### src/rtl/ivt_pkg.sv
package ivt_pkg;
  // Control-to-datapath strobes, one set per clock
  typedef struct packed {
    logic idle;   // timer stopped: clear count and pin, reload shadows
    logic inc;    // advance the counter by one
    logic wrap;   // end of period: clear counter, reload shadows
    logic flip;   // invert the toggle output
  } ivtStrobe_t;
endpackage

### src/rtl/ivt_datapath.sv
module ivt_datapath
  import ivt_pkg::*;
#(
  parameter int CNT_W = 16
) (
  input  logic             clk,
  input  logic             rstN,
  input  ivtStrobe_t       stb,
  input  logic             wrEn,
  input  logic             wrSel,
  input  logic [CNT_W-1:0] wrData,
  input  logic [1:0]       rdSel,
  output logic [CNT_W-1:0] rdData,
  output logic [CNT_W-1:0] countVal,
  output logic             eqPeriod,
  output logic             eqMatch,
  output logic             toggleOut
);
  localparam int NUM_CMP = 2;
  localparam logic [CNT_W-1:0] CMP_RST = '1;

  logic [CNT_W-1:0] cmpReg  [NUM_CMP];
  logic [CNT_W-1:0] cmpNext [NUM_CMP];
  logic [CNT_W-1:0] cmpBuf  [NUM_CMP];
  logic             reload;

  assign reload = stb.idle | stb.wrap;

  for (genvar ch = 0; ch < NUM_CMP; ch++) begin : gCmp
    logic wrHit;
    assign wrHit       = wrEn && (wrSel == 1'(ch));
    assign cmpNext[ch] = wrHit ? wrData : cmpReg[ch];

    always_ff @(posedge clk) begin
      if (!rstN) begin
        cmpReg[ch] <= CMP_RST;
        cmpBuf[ch] <= CMP_RST;
      end else begin
        cmpReg[ch] <= cmpNext[ch];
        if (reload) cmpBuf[ch] <= cmpNext[ch];
      end
    end
  end

  always_ff @(posedge clk) begin
    if (!rstN) begin
      countVal  <= '0;
      toggleOut <= 1'b0;
    end else begin
      if (stb.idle || stb.wrap) countVal <= '0;
      else if (stb.inc)         countVal <= countVal + 1'b1;

      if (stb.idle)      toggleOut <= 1'b0;
      else if (stb.flip) toggleOut <= ~toggleOut;
    end
  end

  assign eqPeriod = (countVal == cmpBuf[0]);
  assign eqMatch  = (countVal == cmpBuf[1]);

  always_comb begin
    unique case (rdSel)
      2'd0:    rdData = cmpReg[0];
      2'd1:    rdData = cmpReg[1];
      2'd2:    rdData = countVal;
      default: rdData = '0;
    endcase
  end
endmodule

### src/rtl/ivt_ctrl.sv
module ivt_ctrl
  import ivt_pkg::*;
(
  input  logic       clk,
  input  logic       rstN,
  input  logic       run,
  input  logic       cntEn,
  input  logic       eqPeriod,
  input  logic       eqMatch,
  input  logic       maskPeriod,
  input  logic       maskMatch,
  output ivtStrobe_t stb,
  output logic       irqPeriod,
  output logic       irqMatch
);
  logic tick;

  assign tick     = run && cntEn;
  assign stb.idle = !run;
  assign stb.wrap = tick && eqPeriod;
  assign stb.inc  = tick && !eqPeriod;
  assign stb.flip = tick && eqMatch;

  always_ff @(posedge clk) begin
    if (!rstN) begin
      irqPeriod <= 1'b0;
      irqMatch  <= 1'b0;
    end else begin
      irqPeriod <= stb.wrap && !maskPeriod;
      irqMatch  <= stb.flip && !maskMatch;
    end
  end
endmodule

### src/rtl/interval_timer.sv
module interval_timer
  import ivt_pkg::*;
(
  input  logic        clk,
  input  logic        rstN,
  input  logic        run,
  input  logic        cntEn,
  input  logic        wrEn,
  input  logic        wrSel,
  input  logic [15:0] wrData,
  input  logic [1:0]  rdSel,
  output logic [15:0] rdData,
  input  logic        maskPeriod,
  input  logic        maskMatch,
  output logic        toggleOut,
  output logic        irqPeriod,
  output logic        irqMatch
);
  localparam int CNT_W = 16;

  ivtStrobe_t       stb;
  logic [CNT_W-1:0] countVal;
  logic             eqPeriod;
  logic             eqMatch;

  ivt_ctrl uCtrl (
    .clk        (clk),
    .rstN       (rstN),
    .run        (run),
    .cntEn      (cntEn),
    .eqPeriod   (eqPeriod),
    .eqMatch    (eqMatch),
    .maskPeriod (maskPeriod),
    .maskMatch  (maskMatch),
    .stb        (stb),
    .irqPeriod  (irqPeriod),
    .irqMatch   (irqMatch)
  );

  ivt_datapath #(.CNT_W(CNT_W)) uData (
    .clk       (clk),
    .rstN      (rstN),
    .stb       (stb),
    .wrEn      (wrEn),
    .wrSel     (wrSel),
    .wrData    (wrData),
    .rdSel     (rdSel),
    .rdData    (rdData),
    .countVal  (countVal),
    .eqPeriod  (eqPeriod),
    .eqMatch   (eqMatch),
    .toggleOut (toggleOut)
  );
endmodule

### config.mk
export PLATFORM = sky130hd
export DESIGN_NAME = interval_timer
export DESIGN_NICKNAME = d
export VERILOG_FILES = /design/src/rtl/ivt_pkg.sv /design/src/rtl/ivt_datapath.sv /design/src/rtl/ivt_ctrl.sv /design/src/rtl/interval_timer.sv
export SDC_FILE = /design/constraint.sdc
export NUM_CORES = 1
export LEC_CHECK = 0
export BUFFER_PORTS_ARGS = -buffer_cell sky130_fd_sc_hd__buf_2
export CORE_MARGIN = 8
export CORE_UTILIZATION = 55
export CTS_BUF_LIST = sky130_fd_sc_hd__clkbuf_8
export DETAILED_ROUTE_END_ITERATION = 6
export PLACE_DENSITY = 0.79
export SYNTH_ARGS = -nofsm -noshare
export SYNTH_HDL_FRONTEND = slang
export SYNTH_SLANG_ARGS = --single-unit
### constraint.sdc
create_clock -name clk -period 2.1 [get_ports clk]
set_clock_uncertainty 0.05 [all_clocks]
set_input_delay 0.42 -clock clk [delete_from_list [all_inputs] [get_ports clk]]
set_output_delay 0.42 -clock clk [all_outputs]
set_load 0.01 [all_outputs]
## Yosys cells after proc, flatten, opt, wreduce, memory -nomap -nowiden

Memory sizes are Yosys's and may differ from the RTL's.
Index checks and enable logic that the tools add are counted.

| cells by class | value |
|---|---|
| bitwise operators | 8 |
| $add $sub $neg | 1 |
| reductions and logical operators | 16 |
| equality and inequality tests | 4 |
| muxes and demuxes | 12 |

Operators with widths:

| cell | count |
|---|---|
| $mux 16 | 6 |
| $pmux 16 s3 | 1 |
| $eq 16x16->1 | 2 |
| $add 16x1->16 const B | 1 |
| $logic_and 1x1->1 | 8 |
| $mux 1 | 5 |
| $or 1x1->1 | 5 |
| $logic_not 1->1 | 4 |
| $not 1->1 | 3 |
| $eq 2x1->1 const B | 1 |
| $eq 2x2->1 const B | 1 |
| $logic_not 2->1 | 1 |
| $reduce_and 2->1 | 1 |
| $reduce_or 2->1 | 1 |
| $logic_or 1x1->1 | 1 |

| storage, ports and cells | value |
|---|---|
| input bits | 26 |
| output and inout bits | 19 |
| flip-flop bits (word level) | 19 |
| memories | 2 |
| logic and storage cells | 47 |
| bits in writable memories | 64 |

Memory list:

| name | words | bits a word | read ports | clocked after memory_dff | write ports | line | text |
|---|---|---|---|---|---|---|---|
| uData.cmpBuf | 2 | 16 | 2 | 0 | 2 | ivt_datapath.sv:24 | `logic [CNT_W-1:0] cmpBuf [NUM_CMP];` |
| uData.cmpReg | 2 | 16 | 2 | 0 | 2 | ivt_datapath.sv:22 | `logic [CNT_W-1:0] cmpReg [NUM_CMP];` |

## Depth between registers and ports, before layout

Gate-level depths: netlist (run 1).

| logic depth | value |
|---|---|
| depth after elaboration | 7 |
| depth in mapped cells | 9 |
| mapped depth without buffers | 5 |

## Cells and area by module

A second synthesis (run 1) with hierarchy kept.

| second synthesis, totals | value |
|---|---|
| cells, all modules | 419 |
| area total of the unflattened synthesis | 3901.2 um2 |

By module, submodules not included:

| module | seq. area each (um2) | area an instance (um2) | instances | cells an instance |
|---|---|---|---|---|
| ivt_datapath | 1941.9 | 3819.9 | 1 | 410 |
| ivt_ctrl | 40.0 | 81.3 | 1 | 9 |

## Worst setup path before layout (run 1)

OpenSTA, ideal clock, no wires.

| path | value |
|---|---|
| path kind | register -> register |
| from | reg uData.countVal[11] |
| to | mem uData.cmpBuf[0][0], enable pin |
| path slack | -0.001 ns |
| setup time | 0.330 ns |
| data required time | 1.720 ns |
| cell stages (with the launch flop) | 9 |
| buffers on the path | 4 |
| period minus slack after synthesis | 2.101 ns |
| arrival | 1.721 ns |
| cells stage by stage | dfxtp_1 -> buf_6 -> xor2_1 -> nor4_1 -> and4_1 -> buf_6 -> buf_12 -> a21o_4 -> buf_6 |

RTL lines:

| what | line | text |
|---|---|---|
| from (decl) | ivt_datapath.sv:14 | `output logic [CNT_W-1:0] countVal,` |
| from (signal assigned) | ivt_datapath.sv:51 | `else if (stb.inc) countVal <= countVal + 1'b1;` |
| to (decl) | ivt_datapath.sv:24 |  |

==> impl_metrics.env, run 1 <==
export IMPL_die_area_mm2=0.0103
export IMPL_cts_buffers=9
export IMPL_dieHeight_um=102
export IMPL_min_period_ns=2.12
export IMPL_critical_path_class="flip-flop to flip-flop"
export IMPL_syn_area_mm2=0.00402
export IMPL_vias=3220
export IMPL_synth_area_leaders="dfxtp_1 25%, edfxtp_1 24%, mux2i_1 12%"
export IMPL_synth_top_area_share_pct=25.4
export IMPL_path_max_fanout=6
export IMPL_ant_nets=0
export IMPL_rows=31
export IMPL_synth_xor_area_share_pct=6.97
export IMPL_drive_gt1_share_pct=25.2
export IMPL_outcome="finished, violations left"
export IMPL_cap_violations=0
export IMPL_grt_max_degree=67
export IMPL_r2r_start="uData.cmpBuf[0][0]"
export IMPL_max_stage_delay_ns=0.44
export IMPL_cts_sinks=83
export IMPL_syn_area_per_cell_um2=10.3
export IMPL_final_max_slew_viol_count=0
export IMPL_async_flop_share_pct=0
export IMPL_grt_pass1_wl_mm=15.9
export IMPL_synth_edf_count=32
export IMPL_required_ns=2.15
export IMPL_hp_class="primary input to flip-flop"
export IMPL_slew_headroom_pct=66.3
export IMPL_failed_checks="setup timing"
export IMPL_ys_seq_area_share_pct=49.3
export IMPL_fmax_mhz=471
export IMPL_die_w_um=102
export IMPL_drtPass1Iterations=5
export IMPL_endpoint_kind="flip-flop"
export IMPL_worst_slack_ns=-0.0242
export IMPL_cts_tree="built"
export IMPL_synth_nets=419
export IMPL_diodes=0
export IMPL_min_from="maskPeriod"
export IMPL_dp_final_hpwl_mm=7.10
export IMPL_yosys_top_cells_count="59 x nand2_1, 51 x dfxtp_1, 48 x mux2i_1, 36 x nand3_1, 32 x edfxtp_1"
export IMPL_synthMuxAreaShare_pct=11.9
export IMPL_cts_root_buf="clkbuf_8"
export IMPL_io_pins=45
export IMPL_io_buffer_count=44
export IMPL_worst_slew_pin_slew_ns=0.501
export IMPL_hold_violations=0
export IMPL_yosys_area_share_simple_pct=17.5
export IMPL_tns_ns=-0.151
export IMPL_nNetsFinal=471
export IMPL_synthFlopType="dfxtp_1"
export IMPL_instances_no_fill=548
export IMPL_viasPerCell=5.88
export IMPL_vdd_drop_max_v=0.000578
export IMPL_syn2layout_area_growth_pct=18.4
export IMPL_start_util_pct=56.1
export IMPL_synth_seq_cells=83
export IMPL_clk_pin_slew_ns=0.09
export IMPL_syn_inst=392
export IMPL_netlist_top_cell_by_area="dfxtp_1"
export IMPL_clkLatencyLatePin_ns=0.36
export IMPL_synth_top_family_by_area="simple AND/OR/NAND/NOR gates"
export IMPL_rsz0062_at_grt="yes"
export IMPL_period_share_pct=101
export IMPL_critPathLaunchType="flip-flop"
export IMPL_power_density_mw_per_mm2=707
export IMPL_synth_cell_types=38
export IMPL_wl_mm=10.3
export IMPL_p_leak_nw=1.78
export IMPL_grt_pass1_vias=3127
export IMPL_arrival_ns=2.17
export IMPL_total_power_mw=3.37
export IMPL_synth_compound_area_share_pct=7.65
export IMPL_crit_chain="xor2_2 > nor4_4 > nand4_1 > o21ai_4 > clkbuf_4 > nand3_1"
export IMPL_yosysWarningCount=0
export IMPL_yosysMostFrequentCell="nand2_1"
export IMPL_setup_viol=13
export IMPL_drt_iter0_drc=225
export IMPL_drc=0
export IMPL_cts_hold_buf=0
export IMPL_core_mm2=0.00718
export IMPL_dp_cells=531
export IMPL_antenna_found_initial=0
export IMPL_wl_per_cell_um=18.8
export IMPL_cts_htree_levels=3
export IMPL_grt_util_all_layers_pct=20.1
export IMPL_routabilityCongestion=0.871
export IMPL_clock_path_buffers=2
export IMPL_critPathLaunch="uData.cmpBuf[0][0]"
export IMPL_crit_slowest_cell="edfxtp_1"
export IMPL_grt_ovfl_total=0
export IMPL_synthAdderAreaFrac_pct=0.311
## per-layer routing
metal | wire length (µm) | global-route usage, % | vias up
met4 | 235 | 9.51 | 0
met3 | 540 | 4.60 | 19
met2 | 5090 | 32.1 | 139
li1 | - | - | 1508
met5 | 0 | 0 | -
met1 | 4450 | 25.2 | 1554
## stage by stage
step	hold WS [ns]	util, %	setup WS (ns)	cell area [µm²]
CTS	0.157	65.0	0.0113	4670
global placement	0.420	61.6	0.0433	4420
floorplan	0.412	-	0.0351	4030
global route	0.153	66.4	-0.0743	4760
detailed placement	0.434	61.6	0.0183	4420
finish	0.164	66.4	-0.0242	4760
## sequential cells by signal (all words and copies together), names as in the netlist
name,cells
uCtrl.irqMatch,1
uCtrl.irqPeriod,1
uData.cmpBuf,32
uData.cmpReg,32
uData.countVal,16
uData.toggleOut,1
## kinds of logic after synthesis
kind of cell / after synthesis
simple gates: 138
fa+ha+maj: 1
compound gates: 52
mux: 48
xor+xnor: 32
buf+inv: 38
flops: 83
## path summary, 6_finish.rpt
kind                        endpoint  slack, ns  cells past startpoint
setup reg to reg  uData.cmpBuf[1][5]      -0.02                      6
hold / removal       uCtrl.irqPeriod       0.16                      2
setup / recovery  uData.cmpBuf[1][5]      -0.02                      6
hold reg to reg   uData.cmpReg[0][7]       0.46                      2
## worst max-delay path: cells and delay by family (launching register included)
kind / cells / cell delay (ns)
xor gates and xnor gates: 1 / 0.22
and+or+nand+nor: 3 / 0.67
DFF: 1 / 0.44
buffers and inverters: 1 / 0.22
AOI/OAI and AO/OA: 1 / 0.28
## cell usage in the layout, fill, tap and decap left out, types with 2 or more instances in the layout
cell type  instances
o21ai_0           21
nand3_2            5
buf_12             5
a21oi_1           15
nor3_1             2
nor4_1             4
and4_1             3
dfxtp_2            2
nor4_2             3
nand4_1            7
nand3_1           31
bufinv_16          2
or4_1              9
clkinv_4           3
and3_1             2
inv_1              3
buf_4             24
mux2i_1           48
or3_1              6
xor2_1            26
o31ai_1            9
clkbuf_8           9
xor2_2             5
edfxtp_1          32
buf_6              2
buf_2             44
dfxtp_1           49
nand2_1           59
## report_power, final
group	total [mW]	switching (mW)	internal, mW
registers	1.74	0.0253	1.72
logic	0.334	0.201	0.133
clock network	1.29	0.611	0.680
## repair_timing
action	in CTS	in global routing
pin swaps	1	5
setup buffers	0	1
cloned	0	1
resized for setup	4	17
endpoints found under the setup margin	63	53
## cell type report
cell class                      instances  area (µm²)
Clock buffer                            9         124
Clock inverter                          7         101
Fill cell                             539        2410
Inverter                                3        11.3
Multi-Input combinational cell        271        1890
Sequential cell                        83        1980
Tap cell                               99         124
Timing Repair Buffer                   76         531
Note: power is estimated with default switching activity, not from simulation.
==> run 2: changes to the inputs <==
--- a/config.mk
+++ b/config.mk
@@ -10,4 +10,5 @@
 export CORE_UTILIZATION = 55
 export CTS_BUF_LIST = sky130_fd_sc_hd__clkbuf_8
+export CTS_CLUSTER_SIZE = 14
 export DETAILED_ROUTE_END_ITERATION = 6
 export PLACE_DENSITY = 0.79
==> constraint.sdc (replaced) <==
create_clock -name clk -period 2.1 [get_ports clk]
set_clock_uncertainty 0.05 [all_clocks]
set_input_delay 0.315 -clock clk [delete_from_list [all_inputs] [get_ports clk]]
set_output_delay 0.315 -clock clk [all_outputs]
set_load 0.01 [all_outputs]
==> run 2 against run 1 <==
Net effect:
- the run now ends clean
- global-route usage shrank 0.35 points
- combinational power down 5%
- clock-buffer cell count rose by 1
- sequential power about the same
- worst hold slack lost 0.10 ns
- cell count unchanged
- power is 0.60% lower
- setup slack better by 0.058 ns
- first-iteration DRC count increased by 57%
- utilization decreased by 0.70 points
- final area decreased by 1.1%
- largest cell class unchanged
- highest routed layer unchanged
==> impl_metrics.env, run 2 (synthesis gave the netlist of run 1 again) <==
export IMPL_instances_no_fill=548
export IMPL_critPathLaunchType="flip-flop"
export IMPL_dieHeight_um=102
export IMPL_clkLatencyLatePin_ns=0.35
export IMPL_drive_gt1_share_pct=23.6
export IMPL_start_util_pct=56.1
export IMPL_drt_iter0_drc=354
export IMPL_worst_slack_ns=0.0334
export IMPL_cts_setup_buffers=0
export IMPL_core_mm2=0.00718
export IMPL_endpoint_kind="flip-flop"
export IMPL_worst_slew_pin_slew_ns=0.367
export IMPL_grt_pass1_vias=3147
export IMPL_rsz0062_at_grt="yes"
export IMPL_final_util_pct=65.7
export IMPL_slew_headroom_pct=75.3
export IMPL_largestRegisters="uData.cmpBuf (32), uData.cmpReg (32), uData.countVal (16)"
export IMPL_syn2layout_area_growth_pct=17.2
export IMPL_io_pins=45
export IMPL_dp_cells=532
export IMPL_ant_nets=0
export IMPL_pre_cts_ws_ns=0.00238
export IMPL_mostFrequentLayoutCells="59 x nand2_1, 49 x dfxtp_1, 48 x mux2i_1"
export IMPL_dp_final_hpwl_mm=6.96
export IMPL_final_max_slew_viol_count=0
export IMPL_critPathCapture="uData.cmpBuf[1][13]"
export IMPL_arrival_ns=2.10
export IMPL_critical_path_class="flip-flop to flip-flop"
export IMPL_grt_ovfl_total=0
export IMPL_setup_viol=0
export IMPL_nNetsFinal=471
export IMPL_vias=3174
export IMPL_hold_violations=0
export IMPL_cts_hold_buf=0
export IMPL_cts_buffers=9
export IMPL_required_ns=2.13
export IMPL_cap_violations=0
export IMPL_grt_pass1_wl_mm=15.8
export IMPL_critPathLaunch="uData.cmpBuf[0][3]"
export IMPL_io_buffer_count=44
export IMPL_period_share_pct=98.4
export IMPL_die_area_mm2=0.0103
export IMPL_path_max_fanout=23
export IMPL_diodes=0
export IMPL_fillCellCount=564
export IMPL_r2r_cells=6
export IMPL_viasPerCell=5.79
export IMPL_vdd_drop_max_v=0.000514
export IMPL_tns_ns=0
export IMPL_power_density_mw_per_mm2=710
export IMPL_routabilityCongestion=0.898
export IMPL_min_period_ns=2.07
export IMPL_r2r_start="uData.cmpBuf[0][3]"
export IMPL_cts_tree="built"
export IMPL_layout_commonest_cell="nand2_1"
export IMPL_clk_pin_slew_ns=0.08
export IMPL_cts_root_buf="clkbuf_8"
export IMPL_outcome="finished, final reports clean"
export IMPL_antenna_found_initial=0
export IMPL_wl_per_cell_um=17.7
export IMPL_p_leak_nw=1.78
export IMPL_grt_util_all_layers_pct=19.8
export IMPL_rrSetupSlack_ns=0.03
export IMPL_cts_htree_levels=3
export IMPL_cts_sinks=83
export IMPL_clock_path_buffers=2
export IMPL_fmax_mhz=484
export IMPL_grt_max_degree=66
export IMPL_holdWs_ns=0.0617
export IMPL_die_w_um=102
export IMPL_drtPass1Iterations=5
export IMPL_drc=0
export IMPL_wl_mm=9.68
export IMPL_hp_class="primary input to flip-flop"
export IMPL_rows=31
export IMPL_timing_rr_end="uData.cmpBuf[1][13]"
run 2: changes by cell type in the layout (fill, tap and decap cells not counted), sizes merged:
cell    previous run  this run
clkinv             4         2
inv                4         5
buf               75        76
run 2: what timing repair did:
action                                  4_1_cts  5_1_grt
gates resized for setup                       2       10
endpoints found under the setup margin        2       39
gates cloned                                  0        0
pin swaps                                     0        1
run 2: worst min path at each step:
| stage | depth (start not counted) | slack (ns) | to | from |
|---|---|---|---|---|
| 6_report | 2 | 0.06 | uCtrl.irqMatch | maskMatch |
| 4_1_cts | 2 | 0.05 | uCtrl.irqMatch | maskMatch |
| 5_1_grt | 2 | 0.06 | uCtrl.irqMatch | maskMatch |
| 3_3_place_gp | 2 | 0.42 | uData.toggleOut | uData.toggleOut |
| 2_1_floorplan | 1 | 0.34 | uCtrl.irqMatch | maskMatch |
| 3_5_place_dp | 2 | 0.43 | uCtrl.irqMatch | maskMatch |
run 2: final cells by class:
| cell class | count | area [µm²] | share of cell area [%] |
|---|---|---|---|
| Sequential cell | 83 | 1990 | 42.1 |
| Inverter | 3 | 11.3 | 0.239 |
| Tap cell | 99 | 124 | 2.63 |
| Clock buffer | 10 | 138 | 2.92 |
| Clock inverter | 6 | 88.8 | 1.88 |
| Timing Repair Buffer | 76 | 510 | 10.8 |
| Multi-Input combinational cell | 271 | 1860 | 39.4 |
run 2: worst max-delay path: stages (launching register included):
cell,delay (ns)
edfxtp_1,0.47
xor2_4,0.20
nor4_4,0.34
nand4_1,0.19
o21ai_2,0.24
buf_12,0.20
nand3_1,0.11
run 2: where the power goes:
group | leakage [nW] | internal, mW | switching [mW]
Sequential | 0.667 | 1.72 | 0.0256
Combinational | 0.996 | 0.129 | 0.189
Clock | 0.120 | 0.707 | 0.581
Total | 1.78 | 2.55 | 0.795
run 2: routing by layer:
layer	wire length, µm	share of wire [%]	global-route usage, %	vias up
li1	-	-	-	1505
met1	4230	44	25.4	1540
met2	4740	49	31.3	115
met3	578	6.0	3.64	14
met4	137	1.4	9.39	0
met5	0	0	0	-
run 2: per-stage QoR:
stage | cell area [µm²] | power (mW)
after CTS | 4650 | 3.37
after global routing | 4710 | 3.46
after detailed placement | 4420 | 2.09
after global placement | 4420 | 2.08
final | 4710 | 3.35
after floorplan | 4030 | 1.97
